--- src/rtl/gctl_pkg.sv ---
package gctl_pkg;

  typedef enum logic {
    REC_LATCH = 1'b0,
    REC_RETRY = 1'b1
  } recovery_e;

  // Recovery style for channel idx taken from a build-time mask
  function automatic recovery_e recovery_of(input logic [31:0] mask, input int idx);
    return mask[idx] ? REC_RETRY : REC_LATCH;
  endfunction

  // Width of a counter that must hold values 0 .. n-1
  function automatic int count_width(input int n);
    return (n <= 2) ? 1 : $clog2(n);
  endfunction

endpackage

--- src/rtl/gctl_retry_timer.sv ---
module gctl_retry_timer #(
  parameter int CYCLES = 64
) (
  input  logic clk,
  input  logic rst_n,
  input  logic run,
  output logic expire
);
  localparam int CW = gctl_pkg::count_width(CYCLES);
  localparam logic [CW-1:0] LAST = CW'(CYCLES - 1);

  logic [CW-1:0] cnt_q;

  assign expire = run && (cnt_q == LAST);

  always_ff @(posedge clk or negedge rst_n) begin
    if (!rst_n)               cnt_q <= '0;
    else if (!run || expire)  cnt_q <= '0;
    else                      cnt_q <= cnt_q + 1'b1;
  end
endmodule

--- src/rtl/gctl_channel.sv ---
module gctl_channel #(
  parameter gctl_pkg::recovery_e MODE = gctl_pkg::REC_LATCH,
  parameter int RETRY_CYCLES = 64
) (
  input  logic clk,
  input  logic rst_n,
  input  logic ser_on,
  input  logic par_on,
  input  logic short_det,
  input  logic open_det,
  output logic gate_en,
  output logic fault
);
  logic trip_q;
  logic short_flag_q;
  logic open_q;
  logic release_now;
  logic trip_now;

  assign gate_en  = (ser_on | par_on) & ~trip_q;
  assign trip_now = gate_en & short_det;
  assign fault    = short_flag_q | open_q;

  generate
    if (MODE == gctl_pkg::REC_RETRY) begin : g_retry
      gctl_retry_timer #(.CYCLES(RETRY_CYCLES)) u_timer (
        .clk    (clk),
        .rst_n  (rst_n),
        .run    (trip_q),
        .expire (release_now)
      );
    end else begin : g_latch
      logic ser_q, par_q;
      always_ff @(posedge clk or negedge rst_n) begin
        if (!rst_n) begin
          ser_q <= 1'b0;
          par_q <= 1'b0;
        end else begin
          ser_q <= ser_on;
          par_q <= par_on;
        end
      end
      assign release_now = trip_q & ((ser_q & ~ser_on) | (par_q & ~par_on));
    end
  endgenerate

  always_ff @(posedge clk or negedge rst_n) begin
    if (!rst_n) begin
      trip_q       <= 1'b0;
      short_flag_q <= 1'b0;
      open_q       <= 1'b0;
    end else begin
      open_q <= open_det;
      if (trip_now)         trip_q <= 1'b1;
      else if (release_now) trip_q <= 1'b0;
      if (trip_now)                   short_flag_q <= 1'b1;
      else if (gate_en && !short_det) short_flag_q <= 1'b0;
    end
  end
endmodule

--- src/rtl/gate_ctl_bank.sv ---
module gate_ctl_bank #(
  parameter int          NUM_CH       = 6,
  parameter int          RETRY_CYCLES = 64,
  parameter logic [31:0] RETRY_MASK   = 32'h0
) (
  input  logic              clk,
  input  logic              rst_n,
  input  logic [NUM_CH-1:0] ser_on,
  input  logic [NUM_CH-1:0] par_on,
  input  logic [NUM_CH-1:0] short_det,
  input  logic [NUM_CH-1:0] open_det,
  input  logic              bat_over,
  input  logic              bat_under,
  output logic [NUM_CH-1:0] gate_en,
  output logic [NUM_CH-1:0] ch_fault,
  output logic [NUM_CH+1:0] flag_word
);
  localparam int WORD_W = NUM_CH + 2;

  for (genvar i = 0; i < NUM_CH; i++) begin : g_ch
    gctl_channel #(
      .MODE         (gctl_pkg::recovery_of(RETRY_MASK, i)),
      .RETRY_CYCLES (RETRY_CYCLES)
    ) u_ch (
      .clk       (clk),
      .rst_n     (rst_n),
      .ser_on    (ser_on[i]),
      .par_on    (par_on[i]),
      .short_det (short_det[i]),
      .open_det  (open_det[i]),
      .gate_en   (gate_en[i]),
      .fault     (ch_fault[i])
    );
  end

  assign flag_word = WORD_W'({bat_over, bat_under, ch_fault});
endmodule

--- config.mk ---
export PLATFORM = sky130hd
export DESIGN_NAME = gate_ctl_bank
export DESIGN_NICKNAME = d
export VERILOG_FILES = /design/src/rtl/gctl_pkg.sv /design/src/rtl/gctl_retry_timer.sv /design/src/rtl/gctl_channel.sv /design/src/rtl/gate_ctl_bank.sv
export SDC_FILE = /design/constraint.sdc
export NUM_CORES = 1
export LEC_CHECK = 0
export BUFFER_PORTS_ARGS = -buffer_cell sky130_fd_sc_hd__buf_2
export CAP_MARGIN = 5
export CORE_MARGIN = 1
export CORE_UTILIZATION = 46
export CTS_CLUSTER_DIAMETER = 60
export DETAILED_ROUTE_END_ITERATION = 6
export HOLD_SLACK_MARGIN = 0.15
export PLACE_DENSITY = 0.77
export SLEW_MARGIN = 20
export SYNTH_ARGS = -nofsm -noshare
export SYNTH_HDL_FRONTEND = slang
export SYNTH_HIERARCHICAL = 1
export SYNTH_SLANG_ARGS = --single-unit
--- constraint.sdc ---
create_clock -name clk -period 1.43 [get_ports clk]
set_clock_uncertainty 0.15 [all_clocks]
set_input_delay 0.143 -clock clk [delete_from_list [all_inputs] [get_ports clk]]
set_output_delay 0.143 -clock clk [all_outputs]
set_load 0.05 [all_outputs]
==> results of run 1 <==
[through the flow]
step	util (%)	setup WS (ns)	hold WS (ns)
finish	81.0	0.0166	-0.191
floorplan	-	0.0913	-0.303
CTS	77.1	-0.00188	-0.210
detailed placement	60.2	0.274	0.0545
global placement	60.2	0.285	0.0474
global route	81.0	-0.0305	-0.210
[layout make-up]
class / instances / area share [%]
clock buffers: 8 / 4.24
multi-input cells: 48 / 21.4
well taps: 28 / 1.88
repair buffers: 68 / 31.7
flip-flops and latches: 30 / 40.8
[registers in the layout, indices dropped and copies added (netlist names)]
register and count:
g_ch.u_ch/short_flag_q 6, g_ch.u_ch/trip_q 6, g_ch.u_ch/g_latch.ser_q 6, g_ch.u_ch/g_latch.par_q 6
g_ch.u_ch/open_q 6
[layer usage]
layer / GRT usage, % / wire [um]
met1: 19.1 / 890
met2: 34.0 / 1410
met3: 8.99 / 129
met4: 9.21 / 17
met5: 0 / 0
[logic make-up after synthesis]
group	count (synthesis)
DFF	30
buffers and inverters	8
and+or+nand+nor	30
AOI/OAI and AO/OA	12
muxes	6
[cells in the final DEF (no fill, tap or decap)]
cell type / synthesis / final
clkbuf_4: 0 / 5
o221a_2: 6 / 6
a21oi_1: 6 / 6
nor2_1: 12 / 12
clkbuf_8: 0 / 3
mux2_4: 6 / 6
nor2_4: 0 / 6
buf_6: 0 / 10
dfrtp_2: 0 / 6
buf_4: 8 / 7
buf_2: 0 / 25
dfrtp_1: 30 / 24
dlygate4sd3_1: 0 / 18
buf_8: 0 / 8
or2_4: 0 / 6
nand3b_1: 6 / 6
[final timing paths]
path / startpoint / slack [ns] / depth (start not counted) / end
max in group asynchronous: rst_n / 0.44 / 2 / g_ch[0].u_ch/trip_q
hold reg to reg: g_ch[0].u_ch/short_flag_q / 0.37 / 1 / g_ch[0].u_ch/short_flag_q
setup / recovery: g_ch[5].u_ch/short_flag_q / 0.02 / 2 / flag_word[5]
setup reg to reg: g_ch[2].u_ch/trip_q / 0.21 / 3 / g_ch[2].u_ch/trip_q
hold / removal: ser_on[3] / -0.19 / 1 / g_ch[3].u_ch/g_latch.ser_q
min in group asynchronous: rst_n / 0.22 / 2 / g_ch[4].u_ch/short_flag_q
[report_power, final]
part | total (mW) | internal, mW | switching [mW]
registers | 1.07 | 0.969 | 0.101
logic | 1.10 | 0.529 | 0.570
clock network | 0.606 | 0.336 | 0.271
[critical path, delay by kind of cell, from the launching register on]
family	cells	cell delay, ns
simple gates	1	0.25
buf+inv	1	0.15
flops	1	0.39
[timing repair]
item	CTS	global route
endpoints found under the hold margin	62	23
buffers inserted	3	4
setup endpoints to repair	18	18
pin swaps	0	1
gates resized for setup	46	10
hold buffers	15	3
==> reports/summary.json, run 1 <==
{
  "first_global_vias": {"value": 860},
  "timing_hold_violations_final": {"value": 13},
  "floorplan_core_area": {"value": 2300, "unit": "um^2"},
  "post_synth_fa_ha_maj_area_fraction": {"value": 0, "unit": "%"},
  "grt_start_max_net_pins": {"value": 31},
  "critical_path_arrival": {"value": 1.12, "unit": "ns"},
  "postSynthNetCount": {"value": 114},
  "firstDrtPassIters": {"value": 4},
  "place.detailed.hpwl": {"value": 1.47, "unit": "mm"},
  "finalCritPeriodShare": {"value": 98.8, "unit": "%"},
  "timing.critical_path.fanout_max": {"value": 2},
  "drive_gt1_share": {"value": 57.1, "unit": "%"},
  "setup_tns": {"value": 0, "unit": "ns"},
  "syn_area": {"value": 1160, "unit": "um^2"},
  "crit_type": {"value": "reg -> out"},
  "stdcell_count": {"value": 182},
  "yosys.area_share.xor_xnor": {"value": 0, "unit": "%"},
  "crit_slowest_cell": {"value": "dfrtp_1"},
  "grt_antenna_before_repair": {"value": 0},
  "synth_top_flop_cell": {"value": "dfrtp_1"},
  "async_reset_ff_share": {"value": 100, "unit": "%"},
  "timing.max_slew.rel_slack": {"value": 57.3, "unit": "%"},
  "static-leakage-power": {"value": 0.861, "unit": "nW"},
  "outcome": {"value": "finished, violations left"},
  "failed_checks": {"value": "hold timing"},
  "cts_num_sinks": {"value": 30},
  "hold-worst-slack": {"value": -0.191, "unit": "ns"},
  "clk-insertion-delay-late": {"value": 0.31, "unit": "ns"},
  "crit_chain": {"value": "or2_4 -> buf_6"},
  "yosys.area_share.simple": {"value": 14.2, "unit": "%"},
  "synth_top_family_by_area": {"value": "simple AND/OR/NAND/NOR gates"},
  "die_extent_in_y": {"value": 52.3, "unit": "um"},
  "max_freq": {"value": 708, "unit": "MHz"},
  "floorplan.die.width": {"value": 52.3, "unit": "um"},
  "detail_route.wirelength": {"value": 2.44, "unit": "mm"},
  "remaining_drc_errors": {"value": 0},
  "final_nets": {"value": 181},
  "areaGrowthSynthToFinish": {"value": 59.9, "unit": "%"},
  "final-seq-area": {"value": 758, "unit": "um^2"},
  "cts_max_path_buffers": {"value": 2},
  "drt_iter0_drc": {"value": 5},
  "synth_edf_count": {"value": 0},
  "floorplan.io_pins": {"value": 48},
  "initial_core_util": {"value": 50.7, "unit": "%"},
  "clkSlewWorstSetupHoldPaths": {"value": 0.09, "unit": "ns"},
  "grt_pass1_wl": {"value": 3.56, "unit": "mm"},
  "synthesis.yosys.warnings": {"value": 6},
  "synth.cells.most_frequent": {"value": "30 x dfrtp_1, 12 x nor2_1, 8 x buf_4"},
  "synth_top_cells_by_area": {"value": "dfrtp_1 65%, mux2_4 7.7%, o221a_2 5.8%, buf_4 5.2%, nand3b_1 3.9%"},
  "antennaDiodeCount": {"value": 0},
  "vdd_ir_drop_max": {"value": 1070, "unit": "uV"},
  "clockRootBuffer": {"value": "clkbuf_4"},
  "rsz0062_at_grt": {"value": "true"},
  "hold_class": {"value": "in -> reg"},
  "worst-slew-pin-transition": {"value": 0.640, "unit": "ns"},
  "cts-htree-levels": {"value": 2},
  "clock_tree_from_tritoncts": {"value": "built"},
  "fillerInstances": {"value": 135},
  "setup_violations": {"value": 0},
  "multiplexer_fraction_of_the_synthesized_cell_area": {"value": 7.74, "unit": "%"},
  "design.die.area": {"value": 2730, "unit": "um^2"},
  "timing.final.crit_period": {"value": 1.41, "unit": "ns"},
  "gr-usage-all-layers": {"value": 19.4, "unit": "%"},
  "post-synth-top-count-cell": {"value": "dfrtp_1"},
  "ant_nets": {"value": 0},
  "row_count": {"value": 17},
  "maxCapViolCount": {"value": 0},
  "synth_top_area_share": {"value": 64.5, "unit": "%"},
  "io_buffer_count": {"value": 43},
  "cp_data_required_time": {"value": 1.14, "unit": "ns"},
  "routed_wire_length_per_instance": {"value": 13.4, "unit": "um"},
  "yosys_register_bits": {"value": 30},
  "post_synth_num_cell_types": {"value": 9},
  "critPathCaptureType": {"value": "output pin"},
  "dr_total_vias": {"value": 898},
  "mean_number_of_vias_per_cell": {"value": 4.93},
  "synth_top_area_cell": {"value": "dfrtp_1"},
  "grt_overflow": {"value": 0},
  "synth_seq_area_share": {"value": 64.5, "unit": "%"},
  "total_power": {"value": 2.78, "unit": "mW"},
  "finalInstanceArea": {"value": 1860, "unit": "um^2"},
  "gpl.final_weighted_congestion": {"value": 0.667},
  "dpl.cell_count": {"value": 149},
  "mapped_cells": {"value": 86},
  "multiInputGateArea": {"value": 398, "unit": "um^2"},
  "start_kind": {"value": "flip-flop"},
  "p_per_area": {"value": 1490, "unit": "nW/um^2"},
  "detailed_place.area": {"value": 1380, "unit": "um^2"},
  "complex_gate_fraction_of_the_synthesized_area": {"value": 8.39, "unit": "%"},
  "slew_viol_final": {"value": 0},
  "postSynthAreaPerCell": {"value": 13.5, "unit": "um^2"},
  "tritoncts.num_buffers": {"value": 5},
  "max_stage_delay": {"value": 0.39, "unit": "ns"}
}
(Power assumes the default switching activity.)
==> run 2: changes to the inputs <==
--- a/config.mk
+++ b/config.mk
@@ -7,6 +7,7 @@
 export LEC_CHECK = 0
 export BUFFER_PORTS_ARGS = -buffer_cell sky130_fd_sc_hd__buf_2
 export CAP_MARGIN = 5
+export CORE_ASPECT_RATIO = 1.1
 export CORE_MARGIN = 1
 export CORE_UTILIZATION = 46
 export CTS_CLUSTER_DIAMETER = 60
==> reports/summary.json, run 2 (same netlist as run 1, synthesis figures left out) <==
{
  "stdcell_count": {"value": 185, "change": "+1.6%"},
  "mean_number_of_vias_per_cell": {"value": 4.86, "change": "-1.4%"},
  "clockRootBuffer": {"value": "clkbuf_4"},
  "critPathCaptureType": {"value": "output pin"},
  "row_count": {"value": 18, "change": "+1"},
  "critical_path.n_buffers_inverters": {"value": 1, "change": "unchanged"},
  "outcome": {"value": "finished, violations left"},
  "mostFrequentLayoutCell": {"value": "buf_2"},
  "grt_start_max_net_pins": {"value": 31, "change": "unchanged"},
  "finalInstanceArea": {"value": 1880, "unit": "um^2", "change": "+1.1%"},
  "final-seq-area": {"value": 758, "unit": "um^2", "change": "unchanged"},
  "antennaDiodeCount": {"value": 0, "change": "unchanged"},
  "setup.reg_to_reg.worst_slack": {"value": 0.18, "unit": "ns", "change": "-0.03 ns"},
  "floorplan_core_area": {"value": 2320, "unit": "um^2", "change": "+0.98%"},
  "drt_iter0_drc": {"value": 17, "change": "+12"},
  "rsz0062_at_grt": {"value": "true"},
  "grt_pass1_wl": {"value": 4.04, "unit": "mm", "change": "+13%"},
  "timing.critical_path.fanout_max": {"value": 2, "change": "unchanged"},
  "place.detailed.hpwl": {"value": 1.47, "unit": "mm", "change": "-0.32%"},
  "clock_tree_from_tritoncts": {"value": "built"},
  "multiInputGateArea": {"value": 398, "unit": "um^2", "change": "unchanged"},
  "timing_hold_violations_final": {"value": 16, "change": "+3"},
  "cts_num_sinks": {"value": 30, "change": "unchanged"},
  "drive_gt1_share": {"value": 58.1, "unit": "%", "change": "+0.92 points"},
  "path_delay_family": {"value": "flip-flops"},
  "grt_antenna_before_repair": {"value": 0, "change": "unchanged"},
  "tritoncts.num_buffers": {"value": 5, "change": "unchanged"},
  "path_depth": {"value": 2, "change": "unchanged"},
  "hold-worst-slack": {"value": -0.204, "unit": "ns", "change": "-0.0129 ns"},
  "areaGrowthSynthToFinish": {"value": 61.7, "unit": "%"},
  "layout_common_cells": {"value": "25 x buf_2, 24 x dfrtp_1, 17 x dlygate4sd3_1"},
  "gpl.final_weighted_congestion": {"value": 0.703, "change": "+5.4%"},
  "min-delay-start": {"value": "ser_on[1]"},
  "crit-reg2reg-launch": {"value": "g_ch[0].u_ch/trip_q"},
  "slew_viol_final": {"value": 0, "change": "unchanged"},
  "cp_data_required_time": {"value": 1.14, "unit": "ns", "change": "about the same"},
  "vdd_ir_drop_max": {"value": 1180, "unit": "uV", "change": "+10%"},
  "failed_checks": {"value": "hold timing, setup timing"},
  "max_stage_delay": {"value": 0.41, "unit": "ns", "change": "+0.02 ns"},
  "detail_route.wirelength": {"value": 2.73, "unit": "mm", "change": "+12%"},
  "clk-insertion-delay-late": {"value": 0.33, "unit": "ns", "change": "+0.02 ns"},
  "max_freq": {"value": 692, "unit": "MHz", "change": "-2.2%"},
  "floorplan.die.width": {"value": 50.0, "unit": "um", "change": "-4.5%"},
  "maxCapViolCount": {"value": 0, "change": "unchanged"},
  "setup_violations": {"value": 8, "change": "+8"},
  "timing.final.crit_period": {"value": 1.45, "unit": "ns", "change": "+0.0323 ns"},
  "ant_nets": {"value": 0, "change": "unchanged"},
  "cts_max_path_buffers": {"value": 2, "change": "unchanged"},
  "detailed_place.area": {"value": 1390, "unit": "um^2", "change": "+0.18%"},
  "dpl.cell_count": {"value": 151, "change": "+1.3%"},
  "crit_chain": {"value": "or2_4 -> buf_8"},
  "hold_class": {"value": "in -> reg"},
  "cts-htree-levels": {"value": 2, "change": "unchanged"},
  "crit_slowest_cell": {"value": "dfrtp_1"},
  "initial_core_util": {"value": 50.2, "unit": "%", "change": "-0.49 points"},
  "crit_type": {"value": "reg -> out"},
  "dr_total_vias": {"value": 900, "change": "+0.22%"},
  "p_per_area": {"value": 1530, "unit": "nW/um^2", "change": "+2.6%"},
  "fin_ws": {"value": -0.0157, "unit": "ns", "change": "-0.0323 ns"},
  "timing.max_slew.rel_slack": {"value": 57.0, "unit": "%", "change": "-0.38 points"},
  "finalCritPeriodShare": {"value": 101, "unit": "%", "change": "+2.3 points"},
  "remaining_drc_errors": {"value": 0, "change": "unchanged"},
  "first_global_vias": {"value": 867, "change": "+0.81%"},
  "gr-usage-all-layers": {"value": 21.6, "unit": "%", "change": "+2.2 points"},
  "fillerInstances": {"value": 131, "change": "-3.0%"},
  "design.die.area": {"value": 2740, "unit": "um^2", "change": "about the same"},
  "die_extent_in_y": {"value": 54.8, "unit": "um", "change": "+4.7%"},
  "floorplan.io_pins": {"value": 48, "change": "unchanged"},
  "io_buffer_count": {"value": 43, "change": "unchanged"},
  "clkSlewWorstSetupHoldPaths": {"value": 0.10, "unit": "ns", "change": "about the same"},
  "critical_path_arrival": {"value": 1.15, "unit": "ns", "change": "+0.03 ns"},
  "setup_tns": {"value": -0.0794, "unit": "ns", "change": "-0.0794 ns"},
  "firstDrtPassIters": {"value": 4, "change": "unchanged"},
  "timing.hold.worst_path_depth": {"value": 1, "change": "unchanged"},
  "worst-slew-pin-transition": {"value": 0.646, "unit": "ns", "change": "+0.00567 ns"},
  "start_kind": {"value": "flip-flop"},
  "grt_overflow": {"value": 0, "change": "unchanged"},
  "static-leakage-power": {"value": 0.873, "unit": "nW", "change": "+1.4%"},
  "routed_wire_length_per_instance": {"value": 14.7, "unit": "um", "change": "+9.8%"},
  "final_nets": {"value": 182, "change": "+0.55%"},
  "reg2reg_depth": {"value": 4, "change": "+1"},
  "startpoint": {"value": "g_ch[2].u_ch/short_flag_q"}
}
## run 2: what timing repair did
action | CTS | global route
endpoints found under the hold margin | 62 | 24
setup endpoints to repair | 18 | 18
hold buffers | 15 | 2
gates cloned | 0 | 0
setup buffers | 1 | 8
pin swaps | 0 | 0
gates resized for setup | 59 | 1
## run 2: where the power goes
group / internal, mW / switching [mW] / total, mW
clock network: 0.362 / 0.299 / 0.661
registers: 0.969 / 0.0992 / 1.07
logic: 0.556 / 0.593 / 1.15
total: 1.89 / 0.991 / 2.88
## run 2: worst paths after layout
path,to
min reg2reg,g_ch[3].u_ch/trip_q
min,g_ch[1].u_ch/g_latch.ser_q
max,ch_fault[2]
max in group asynchronous,g_ch[2].u_ch/trip_q
max reg2reg,g_ch[0].u_ch/trip_q
min in group asynchronous,g_ch[0].u_ch/short_flag_q
## run 2: area by class of cell
cell class                 count  area share [%]
tap                           30            1.99
sequential                    30            40.3
clock buffer                   5            1.99
clock inverter                 3            2.13
timing repair buffer          69            32.4
multi-input combinational     48            21.1
## run 2: stage by stage
stage          hold WS [ns]  total power [mW]  util [%]  setup slack, ns
2_1_floorplan        -0.303              1.71         -           0.0913
3_3_place_gp         0.0428              1.82      59.8            0.285
3_5_place_dp         0.0506              1.84      59.8            0.281
4_1_cts              -0.224              2.79      77.5          -0.0210
5_1_grt              -0.211              3.00      81.1          -0.0510
6_report             -0.204              2.88      81.1          -0.0157
## run 2: per-layer routing
layer / wire length (um) / share of wire [%] / vias to the layer above / GRT usage [%]
met2: 1500 / 55 / 35 / 37.8
met1: 1050 / 38 / 431 / 24.1
li1: - / - / 424 / -
met3: 113 / 4.1 / 10 / 8.33
met5: 0 / 0 / - / 0
met4: 63 / 2.3 / 0 / 8.57
